==> src/rtl/i2s_ser_pkg.sv <==
package i2s_ser_pkg;

  // Strobes from the control FSM to the shift datapath, valid for one mclk.
  typedef struct packed {
    logic shift;   // bit clock falls on this edge: advance the data line
    logic load;    // a new slot starts: reload the shift register
    logic fill;    // the new slot takes the FIFO head word (zeros otherwise)
    logic wsNext;  // channel of the slot being started
    logic clear;   // end of drain: park every output low
  } strobe_t;

endpackage

==> src/rtl/i2s_ser_ctrl.sv <==
module i2s_ser_ctrl
  import i2s_ser_pkg::*;
#(
  parameter int WORD_W  = 32,
  parameter int RATIO_W = 8,
  parameter int RES_W   = 6
) (
  input  logic               clk,
  input  logic               rstN,
  input  logic               txEnable,
  input  logic [RATIO_W-1:0] ratioSel,
  input  logic [RES_W-1:0]   resSel,
  output logic               bitClk,
  output logic               fifoReady,
  output logic [RES_W-1:0]   slotLen,
  output strobe_t            st
);

  localparam int DIV_W = RATIO_W + 1;

  typedef enum logic [1:0] {ST_IDLE, ST_RUN, ST_DRAIN} state_t;

  state_t           stateR;
  logic             bitClkR;
  logic [DIV_W-1:0] divCnt;
  logic [DIV_W-1:0] halfLim;
  logic [RES_W-1:0] resL;
  logic [RES_W-1:0] bitCnt;
  logic             rightR;
  logic             primeR;

  logic             startTick;
  logic             halfDone;
  logic             fallTick;
  logic             lastBit;
  logic             boundary;
  logic             stopNow;
  logic [RES_W-1:0] resClamped;

  assign resClamped = (resSel == '0 || resSel > RES_W'(WORD_W)) ? RES_W'(WORD_W) : resSel;

  assign startTick = (stateR == ST_IDLE) && txEnable;
  assign halfDone  = (stateR != ST_IDLE) && (divCnt == halfLim);
  assign fallTick  = halfDone && bitClkR;
  assign lastBit   = (bitCnt == resL - RES_W'(1));
  assign boundary  = (stateR == ST_RUN) && fallTick && lastBit;
  assign stopNow   = boundary && rightR && !txEnable;

  always_comb begin
    st.shift  = startTick || fallTick;
    st.load   = startTick || boundary;
    st.fill   = boundary && !primeR && !stopNow;
    st.wsNext = boundary ? ~rightR : 1'b0;
    st.clear  = (stateR == ST_DRAIN) && fallTick;
  end

  assign fifoReady = st.fill;
  assign bitClk    = bitClkR;
  assign slotLen   = resL;

  always_ff @(posedge clk or negedge rstN) begin
    if (!rstN) begin
      stateR  <= ST_IDLE;
      bitClkR <= 1'b0;
      divCnt  <= '0;
      halfLim <= '0;
      resL    <= RES_W'(WORD_W);
      bitCnt  <= '0;
      rightR  <= 1'b0;
      primeR  <= 1'b0;
    end else begin
      unique case (stateR)
        ST_IDLE: begin
          if (txEnable) begin
            stateR  <= ST_RUN;
            bitClkR <= 1'b0;
            divCnt  <= '0;
            halfLim <= DIV_W'(ratioSel) + DIV_W'(1);
            resL    <= resClamped;
            bitCnt  <= '0;
            rightR  <= 1'b0;
            primeR  <= 1'b1;
          end
        end
        ST_RUN, ST_DRAIN: begin
          if (halfDone) begin
            divCnt  <= '0;
            bitClkR <= ~bitClkR;
          end else begin
            divCnt <= divCnt + DIV_W'(1);
          end
          if (stateR == ST_RUN && fallTick) begin
            if (lastBit) begin
              bitCnt <= '0;
              rightR <= ~rightR;
              primeR <= 1'b0;
              if (stopNow) stateR <= ST_DRAIN;
            end else begin
              bitCnt <= bitCnt + RES_W'(1);
            end
          end
          if (stateR == ST_DRAIN && fallTick) begin
            stateR <= ST_IDLE;
            divCnt <= '0;
          end
        end
        default: stateR <= ST_IDLE;
      endcase
    end
  end


  half_period_chk: assert property (@(posedge clk) disable iff (!rstN)
    !$stable(bitClkR) |=> $stable(bitClkR));


  ready_pulse_chk: assert property (@(posedge clk) disable iff (!rstN)
    fifoReady |=> !fifoReady);


  idle_low_chk: assert property (@(posedge clk) disable iff (!rstN)
    (stateR == ST_IDLE && !txEnable) |=> !bitClkR);

endmodule

==> src/rtl/i2s_ser_dp.sv <==
module i2s_ser_dp
  import i2s_ser_pkg::*;
#(
  parameter int WORD_W = 32,
  parameter int RES_W  = 6
) (
  input  logic              clk,
  input  logic              rstN,
  input  strobe_t           st,
  input  logic [RES_W-1:0]  slotLen,
  input  logic [WORD_W-1:0] fifoData,
  input  logic              fifoValid,
  output logic              wordSel,
  output logic              serData
);

  logic [WORD_W-1:0] shiftReg;
  logic [WORD_W-1:0] alignedWord;
  logic [WORD_W-1:0] loadWord;
  logic [RES_W-1:0]  padBits;

  // Move the low slotLen bits of the word to the top so they leave MSB first.
  assign padBits     = RES_W'(WORD_W) - slotLen;
  assign alignedWord = fifoData << padBits;
  assign loadWord    = (st.fill && fifoValid) ? alignedWord : '0;

  // The top bit is moved to the line on every falling bit clock, one bit
  // behind the slot boundary: the edge that reloads the register still
  // sends the previous slot's last bit.
  always_ff @(posedge clk or negedge rstN) begin
    if (!rstN) begin
      shiftReg <= '0;
      serData  <= 1'b0;
      wordSel  <= 1'b0;
    end else if (st.clear) begin
      shiftReg <= '0;
      serData  <= 1'b0;
      wordSel  <= 1'b0;
    end else if (st.shift) begin
      serData  <= shiftReg[WORD_W-1];
      shiftReg <= st.load ? loadWord : (shiftReg << 1);
      if (st.load) wordSel <= st.wsNext;
    end
  end


  clear_zero_chk: assert property (@(posedge clk) disable iff (!rstN)
    st.clear |=> (shiftReg == '0));

endmodule

==> src/rtl/i2s_ser_tx.sv <==
module i2s_ser_tx
  import i2s_ser_pkg::*;
#(
  parameter int WORD_W  = 32,
  parameter int RATIO_W = 8,
  parameter int RES_W   = 6
) (
  input  logic               mclk,
  input  logic               rstN,
  input  logic               txEnable,
  input  logic [RATIO_W-1:0] ratioSel,
  input  logic [RES_W-1:0]   resSel,
  input  logic [WORD_W-1:0]  fifoData,
  input  logic               fifoValid,
  output logic               fifoReady,
  output logic               bitClk,
  output logic               wordSel,
  output logic               serData
);

  strobe_t          st;
  logic [RES_W-1:0] slotLen;

  i2s_ser_ctrl #(.WORD_W(WORD_W), .RATIO_W(RATIO_W), .RES_W(RES_W)) uCtrl (
    .clk       (mclk),
    .rstN      (rstN),
    .txEnable  (txEnable),
    .ratioSel  (ratioSel),
    .resSel    (resSel),
    .bitClk    (bitClk),
    .fifoReady (fifoReady),
    .slotLen   (slotLen),
    .st        (st)
  );

  i2s_ser_dp #(.WORD_W(WORD_W), .RES_W(RES_W)) uDp (
    .clk       (mclk),
    .rstN      (rstN),
    .st        (st),
    .slotLen   (slotLen),
    .fifoData  (fifoData),
    .fifoValid (fifoValid),
    .wordSel   (wordSel),
    .serData   (serData)
  );


  data_edge_chk: assert property (@(posedge mclk) disable iff (!rstN)
    !$stable(serData) |-> $fell(bitClk));


  ws_edge_chk: assert property (@(posedge mclk) disable iff (!rstN)
    !$stable(wordSel) |-> $fell(bitClk));

endmodule

==> config.mk <==
export PLATFORM = sky130hd
export DESIGN_NAME = i2s_ser_tx
export DESIGN_NICKNAME = d
export VERILOG_FILES = /design/src/rtl/i2s_ser_pkg.sv /design/src/rtl/i2s_ser_ctrl.sv /design/src/rtl/i2s_ser_dp.sv /design/src/rtl/i2s_ser_tx.sv
export SDC_FILE = /design/constraint.sdc
export NUM_CORES = 1
export LEC_CHECK = 0
export ABC_AREA = 1
export BUFFER_PORTS_ARGS = -buffer_cell sky130_fd_sc_hd__clkbuf_2
export CAP_MARGIN = 20
export CORE_AREA = 4 4 105 107
export CTS_CLUSTER_DIAMETER = 200
export DETAILED_ROUTE_END_ITERATION = 16
export DIE_AREA = 0 0 109 111
export PLACE_DENSITY = 0.8
export SKIP_CTS_REPAIR_TIMING = 1
export SLEW_MARGIN = 10
export SYNTH_ARGS = -nofsm -noshare
export SYNTH_HDL_FRONTEND = slang
export SYNTH_SLANG_ARGS = --single-unit
==> constraint.sdc <==
create_clock -name mclk -period 4 [get_ports mclk]
set_clock_uncertainty 0.2 [all_clocks]
set_input_delay 0.8 -clock mclk [delete_from_list [all_inputs] [get_ports mclk]]
set_output_delay 0.8 -clock mclk [all_outputs]
set_load 0.02 [all_outputs]
==> impl_summary.md, run 1 <==
Run status
The run finished with clean final reports.

Setup path
The worst register-to-register path has a depth of 13. The largest fanout of any net on the critical path is 33. The worst flop-to-flop path endpoint is uDp.shiftReg[31]. STA classifies the critical path endpoint as an output port. In this run the register-to-register setup slack is 0.86 ns. The critical path is of the flop to output port type. STA classifies the critical path startpoint as a flop.

In this run the critical register-to-register path is launched from uCtrl.slotLen[0]. The required time at the worst-slack endpoint is 3.00 ns. The critical path starts at uCtrl.stateR[0]. In this run the worst setup path terminates at fifoReady.

The arrival time of data at the critical path endpoint is 2.56 ns.

Power and ir drop
The worst ir drop on vdd is 0.670 mV. Internal power comes to 2.33 mW. The switching portion of total power is 56.4%. In this run the power spent charging and discharging nets is 3.02 mW. Per report_power, the combinational group accounts for 70.0% of the total. The sequential power share is 20.6%. The total power divided by cell area is 825 nW/um2. Summed over all cells, the static leakage comes to 3.48 nW. The share of total power dissipated in the clock network is 9.3%.

Floorplan
The area of the core is 10100 um2. 54 I/O pins were placed. The initialized floorplan defines 37 standard-cell rows. The floorplan step set the die height to 111 um.

The horizontal die dimension is 109 um. The floorplan step defined a die boundary enclosing 12100 um2. The initial utilization of the core area, before any placement, comes to 60.1%.

Routing
The total length of routed wires is 15.6 mm. The average wire per cell in the routed design is 13.3 um. The post-detailed-route via-to-cell ratio is 5.58.

The antenna violation net count after detailed routing is 0. Before antenna repair, the detailed router went through 6 iterations. After detailed routing, the number of remaining DRC violations is 0. The via count is 6541. The number of violations reported at the end of detailed-routing iteration 0 is 520.

Yosys
The synthesized netlist devotes 4.11% of its cell area to compound gates. The top flip-flop cell by instance count after synthesis is dfrtp_1. After technology mapping, the gate count stands at 1013.

In this run, distinct cell masters in the synthesized netlist total 36. The post-synthesis sequential area ratio is 28.3%. After synthesis, the share of cell area in mux cells is 0%. The synthesized netlist net count is 1073.

After synthesis, the largest family of logic cells by area is simple AND/OR/NAND/NOR gates. Summing the areas of all xor and xnor instances in the mapped netlist gives 1.72% of the synthesized area. In this run, synthesis produced a sequential element count of 69.

The number of enable flip-flop cells after synthesis is 0. The fraction of registers with async set/reset is 100%. Of the total synthesized cell area, the portion taken by full adders, half adders and majority gates is 2.05%.

In this run the cell area of the synthesized design comes to 6100 um2. Summing the areas of all and, or, nand and nor instances in the mapped netlist gives 51.7% of the synthesized area. Yosys printed 0 warnings.

The synthesized area divided by synthesized cell count is 6.02 um2.

Final layout
The count of fill cells added during filler insertion is 984. The area added between synthesis and finish is 6.34%. The final net count is 1091. With fillers left out, the area of the finished cells amounts to 6480 um2.

The repair_antennas step left the layout with diodes totalling 0. The share of post-route cells with drive strength above 1 is 9.56%. The count of non-filler cells in the finished layout is 1172.

STA
The worst slew margin relative to its limit is 36.3%. Timing would allow up to 0.281 GHz. The number of hold-slack violations in the final timing report is 0. The final worst-path cycle share is 89.1%. Setup violations remaining at the end of the flow were counted as 0.

The aggregate negative setup slack is 0 ns. The smallest clock period supported by the final layout is computed as 3.56 ns. Setup repair after global routing left no endpoint under its margin. The number of max-slew violations in the final report is 0. At the pin with the least slew margin, the transition time is 0.952 ns.

Clocking
The maximum buffer depth of the clock tree is 2. The CTS sink count is 69. The root buffer selected by CTS is clkbuf_8. The clock transition time at the flip-flop clock pins of the worst setup and hold paths is 0.07 ns. The CTS tree is done.

The H-tree depth reported by CTS is 3. At the later pin of the worst-skew pair, clock insertion delay measures 0.35 ns. The number of buffers added by the clock tree synthesis step is 9.

GRT
The total overflow reported by the global router is 0. The number of global-route vias before repair is 5832. The first global-routing pass estimated 26.6 mm of wire. In the global route stage, overall resource usage came out at 26.5%. Entering global routing, the biggest net connects 40 pins. The initial antenna violation count is 0.

Placement
Routability-driven placement finished with a final weighted congestion of 0.917. The placement-stage cell area is 6310 um2. Including well taps, the total number of placed cells is 1156. The count of buffers from port buffering is 53. The detailed placement HPWL is 11.0 mm.

Hold path
The beginning of the worst hold path is uDp.shiftReg[27]. The kind of path behind the tightest hold check is flop to flop.

Run
The max-cap check violation count is 0.
## kinds of logic after synthesis
group / count (synthesis)
fa+ha+maj: 10
xor+xnor: 12
compound gates: 46
flops: 69
simple gates: 706
buf+inv: 170
## stage by stage
step | hold slack, ns | worst slack, ns | total power [mW] | util (%)
floorplan | 0.249 | 0.465 | 4.03 | -
global placement | 0.261 | 0.797 | 4.74 | 62.3
detailed placement | 0.264 | 0.822 | 4.79 | 62.3
CTS | 0.283 | 0.426 | 5.30 | 63.9
global route | 0.295 | 0.199 | 5.91 | 63.9
finish | 0.282 | 0.437 | 5.35 | 63.9
## routing by layer
metal	vias up	GRT usage [%]	wire length, um
li1	3322	-	-
met1	2967	38.2	7050
met2	221	40.6	7300
met3	31	5.07	940
met4	0	7.15	278
met5	-	0	0
## state kept, by name, indices dropped and copies added, names as in the netlist
name and flops:
uDp.shiftReg 32, uCtrl.divCnt 9, uCtrl.halfLim 9, uCtrl.bitCnt 6, uCtrl.slotLen 6, uCtrl.stateR 2, uCtrl.bitClk 1, uCtrl.primeR 1
uCtrl.rightR 1, uDp.serData 1, uDp.wordSel 1
## layout by cell type (no fill, tap or decap), types with 3 or more instances in the layout
master	instances
nor2_1	41
o22ai_1	4
o21ai_0	20
nor2_4	3
xnor2_1	5
dfrtp_1	68
xor2_1	7
inv_1	98
nand3_1	242
nand4_1	35
buf_4	10
a21oi_1	16
nor2_2	5
nand2_1	356
clkinv_2	3
inv_2	4
nor3_1	13
clkbuf_8	9
clkbuf_2	52
clkinv_1	11
ha_1	10
## worst min-delay path by stage
| stage | to | slack, ns | depth (start not counted) |
|---|---|---|---|
| detailed placement | uDp.shiftReg[1] | 0.26 | 2 |
| CTS | uDp.shiftReg[1] | 0.28 | 2 |
| finish | uDp.shiftReg[27] | 0.28 | 2 |
| floorplan | uDp.shiftReg[10] | 0.25 | 2 |
| global placement | uDp.shiftReg[11] | 0.26 | 2 |
| global route | uDp.shiftReg[1] | 0.30 | 2 |
## power by group through the flow
stage                     sequential [mW]  combinational, mW  clock (mW)
final                                1.10               3.74       0.499
after global routing                 1.13               4.24       0.539
after CTS                            1.10               3.69       0.510
after detailed placement             1.11               3.67           0
after global placement               1.11               3.63           0
after floorplan                      1.10               2.94           0
## worst max-delay path: stages, from the launching register on
cell and delay, ns:
dfrtp_1 0.39, inv_1 0.10, ha_1 0.22, inv_1 0.09
nand2_1 0.06, nor2_1 0.10, nand2_1 0.07, nor2_2 0.14
nand3_1 0.11, nor2_1 0.21, nand2_4 0.27, nor3_1 0.25
clkbuf_2 0.21
## synthesized netlist by cell type, drive strengths merged, types with 2 or more instances
cell type	n	area [um2]
nand3	243	1220
buf	29	209
nand3b	2	15.0
clkinv	11	41.3
ha	10	125
nor2	49	216
nand4	36	240
o22ai	4	25.0
a21oi	16	80.1
nor3	13	65.1
dfrtp	68	1700
inv	102	383
xnor2	5	43.8
clkbuf	28	105
xor2	7	61.3
a22oi	2	15.0
nand2	360	1370
o21ai	21	105
## area by class of cell
| cell class | count | area [um2] | area share, % |
|---|---|---|---|
| inverter | 113 | 424 | 6.54 |
| tap | 136 | 170 | 2.62 |
| timing repair buffer | 64 | 360 | 5.56 |
| sequential | 69 | 1730 | 26.7 |
| clock buffer | 10 | 128 | 1.97 |
| clock inverter | 6 | 40.0 | 0.618 |
| multi-input combinational | 774 | 3630 | 56.0 |
(Power assumes the default switching activity.)
==> run 2, diff against run 1 <==
--- a/config.mk
+++ b/config.mk
@@ -8,13 +8,14 @@
 export ABC_AREA = 1
 export BUFFER_PORTS_ARGS = -buffer_cell sky130_fd_sc_hd__clkbuf_2
 export CAP_MARGIN = 20
-export CORE_AREA = 4 4 105 107
+export CORE_AREA = 4 4 101 103
 export CTS_CLUSTER_DIAMETER = 200
 export DETAILED_ROUTE_END_ITERATION = 16
-export DIE_AREA = 0 0 109 111
+export DIE_AREA = 0 0 105 107
 export PLACE_DENSITY = 0.8
 export SKIP_CTS_REPAIR_TIMING = 1
 export SLEW_MARGIN = 10
 export SYNTH_ARGS = -nofsm -noshare
 export SYNTH_HDL_FRONTEND = slang
+export SYNTH_HIERARCHICAL = 1
 export SYNTH_SLANG_ARGS = --single-unit
==> impl_summary.md, run 2 <==
Run status
The flow ran to the end, and the final reports show no timing, DRC or antenna violations.

Yosys
In the synthesized netlist the dominant register cell turns out to be dfrtp_1. The cell count after synthesis is 920. The number of nets handed over by synthesis was 980. The synthesized area divided by synthesized cell count is 6.07 um2. In the synthesized netlist the async set-or-reset flop fraction comes to 100%. The post-synthesis sequential area ratio is 31.0%. The flip-flop and latch count after synthesis is 69. The biggest area contributor in the post-synthesis netlist is dfrtp_1. Counting flops with a built-in enable in the synthesized netlist gives 0. Summed over its instances, the top area cell type makes up 30.5% of the synthesized netlist area. The number of warnings printed during yosys synthesis is 6.

By count the netlist is led by nand2_1 (393), nand3_1 (189), inv_1 (69). Ranked by total cell area, the synthesized netlist is headed by dfrtp_1 (30%), nand2_1 (26%), nand3_1 (17%). The mapped netlist covers 5580 um2. Synthesis instantiated 37 different standard cells from the library. In the post-synthesis netlist, the cell with the most instances is nand2_1.

GRT
For this run the aggregate overflow at the end of global routing stands at 0. Global routing used 27.5% of the available tracks across all layers. The initial antenna violation count is 0. The maximum number of pins on one net before global-route repair is 35.

The number of global-route vias before repair was 5726. The first global-routing pass estimated 25.5 mm of wire.

STA
The worst slew margin relative to its limit is 34.8%. The final worst-path cycle share is 85.8%. The aggregate negative setup slack is 0 ns. The number of hold-slack violations in the final timing report came to 0. Setup repair after global routing left no endpoint under its margin. Static timing analysis puts the maximum clock frequency at 0.291 GHz. At the pin with the least slew margin, the transition time is 0.978 ns. The worst path meets setup with 0.569 ns of slack. The count of endpoints failing setup in the final report is 0. For the finished layout, the period the worst path requires is 3.43 ns. The number of max-slew violations in the final report is 0.

Floorplan
The die footprint is 11200 um2. The floorplan has 35 rows. For this configuration, the core starts out at a cell density of 60.7%. In this run the horizontal extent of the chip is 105 um. The area of the core is 9200 um2. The y dimension of the die is 107 um. The count of pins on the block boundary is 54.

Placement
After legalization and detailed placement, the total HPWL measured 11.3 mm. Routability-driven placement finished with a final weighted congestion of 0.943. Prior to clock tree synthesis, the placed netlist has a worst setup slack of 0.609 ns. The total placed cells including tap cells is 1051.

The count of buffers from port buffering is 53.

Routing
The total length of routed wires is 15.2 mm. The via count is 6043. The average wire per cell in the routed design is 14.2 um. The number of violations reported at the end of detailed-routing iteration 0 is 360.

The antenna violation net count after detailed routing is 0. The post-detailed-route via-to-cell ratio is 5.66. The pre-antenna-repair detailed-routing pass consisted of 6 iterations.

After detailed routing, the number of remaining DRC violations is 0.

Setup path
On the worst path, the slowest cell contributes a delay of 0.40 ns. The kind of end point of the critical path is a flop. The start-to-end type of the worst setup path is flop to flop. The combined buffer and inverter count along the critical path is 5. In this run the worst path has a maximum fanout of 29. The required time at the worst-slack endpoint is 4.07 ns.

On the critical path the largest part of the delay comes from simple AND/OR/NAND/NOR gates. The cell at the slowest stage of the critical path is dfrtp_1. At the worst endpoint, the arrival time is 3.50 ns. The nature of the critical path startpoint is a flop. Traced cell by cell, the critical path runs through inv_1, ha_1, inv_1, o21ai_0, nor3_2, nand4_1, nor2_1, inv_1, nand2_1, inv_1, buf_4, nor2_2, nand3_4, nor2_4, nand2_1, nand3_1, nand2_1, nand2_1.

Power and ir drop
The worst ir drop on vdd is 0.570 mV. Summed over all nets, the switching power comes to 3.34 mW. The leakage dissipation is 3.33 nW.

Internal power comes to 2.34 mW. Power comes to 5.68 mW. The switching portion of total power is 58.8%. The sequential power share is 16.9%. The total power divided by cell area is 932 nW/um2. The part of the power in the clock network is 11.6%. The portion of total power attributed to combinational logic is 71.5%.

Final layout
The flip-flop count of the largest register, all copies and words added is 32. The library cell used most frequently in the layout, excluding fill and tap cells, is nand2_1. The share of post-route cells with drive strength above 1 is 11.0%. 0 antenna diodes ended up in the layout. The largest registers in the layout are uDp/shiftReg x32, uCtrl/divCnt x9, uCtrl/halfLim x9.

The area added between synthesis and finish is 9.10%. The most flop-heavy register is uDp/shiftReg. The finished layout holds 1068 standard cells, fillers aside. The final net count is 1012. In the layout the commonest cells are nand2_1 (393), nand3_1 (189), inv_1 (69), dfrtp_1 (68), clkbuf_2 (52).

Run
The max-cap check violation count is 0.

Clocking
No sink is reached through more buffers than the 2 on the longest clock path. The clock reaches the later pin of the worst-skew pair after 0.35 ns. The root buffer selected by CTS is clkbuf_8. The clock tree synthesis step divided the H-tree into 3 levels.

The clock transition time at the flip-flop clock pins of the worst setup and hold paths is 0.08 ns. Counting every sink on the clock net gives 69. The number of buffers added by the clock tree synthesis step is 9. The CTS tree is done.

Hold path
The path class of the tightest hold or removal check is primary input to async pin.
==> run 2: cell types whose count changed after synthesis, moves of 13 or more <==
cell / before / now
inv_1: 98 / 69
nand3_1: 242 / 189
clkbuf_1: 28 / 15
nand4_1: 35 / 13
nand2_1: 356 / 393
==> run 2: logic make-up after synthesis <==
group,share of synthesized area [%]
DFF,31.0
buffers and inverters,8.83
adders and majority gates,2.24
xor gates and xnor gates,1.41
AOI/OAI and AO/OA,5.40
and+or+nand+nor,51.2
==> run 2: metrics by stage <==
stage               instance area (um2)  hold slack (ns)  util [%]
finish                             6090            0.235      66.2
global route                       6090            0.248      66.2
CTS                                6070            0.231      66.1
detailed placement                 5840            0.266      63.6
global placement                   5840            0.261      63.6
floorplan                          5580            0.249         -
==> run 2: path summary, 6_finish.rpt <==
check | start | to | slack [ns] | cells past startpoint
setup reg to reg | uCtrl/stateR[0] | uDp/shiftReg[16] | 0.57 | 18
max in group asynchronous | rstN | uDp/shiftReg[20] | 2.57 | 2
hold / removal | rstN | uDp/shiftReg[26] | 0.24 | 1
setup / recovery | uCtrl/stateR[0] | uDp/shiftReg[16] | 0.57 | 18
min in group mclk | uDp/shiftReg[25] | uDp/shiftReg[25] | 0.29 | 2
hold reg to reg | uDp/shiftReg[25] | uDp/shiftReg[25] | 0.29 | 2
==> run 2: power groups by stage <==
stage	registers [mW]	logic (mW)	clock network (mW)
after global placement	0.966	3.89	0
after CTS	0.959	3.98	0.671
after global routing	0.985	4.55	0.709
after detailed placement	0.972	3.95	0
final	0.960	4.06	0.657
after floorplan	0.941	3.11	0
==> run 2: metal layers <==
layer	GRT usage, %	wire (um)	up-vias	share of wire [%]
li1	-	-	3027	-
met1	33.0	6460	2753	43
met2	49.9	7480	229	49
met3	4.09	804	34	5.3
met4	10.2	405	0	2.7
met5	0	0	-	0
==> run 2: final cells by class <==
cell class | instances | area (um2)
multi-input cells | 736 | 3370
inverters | 73 | 279
fillers | 857 | 3110
repair buffers | 63 | 348
flip-flops and latches | 69 | 1730
clock buffers | 9 | 124
well taps | 111 | 139
clock inverters | 7 | 106
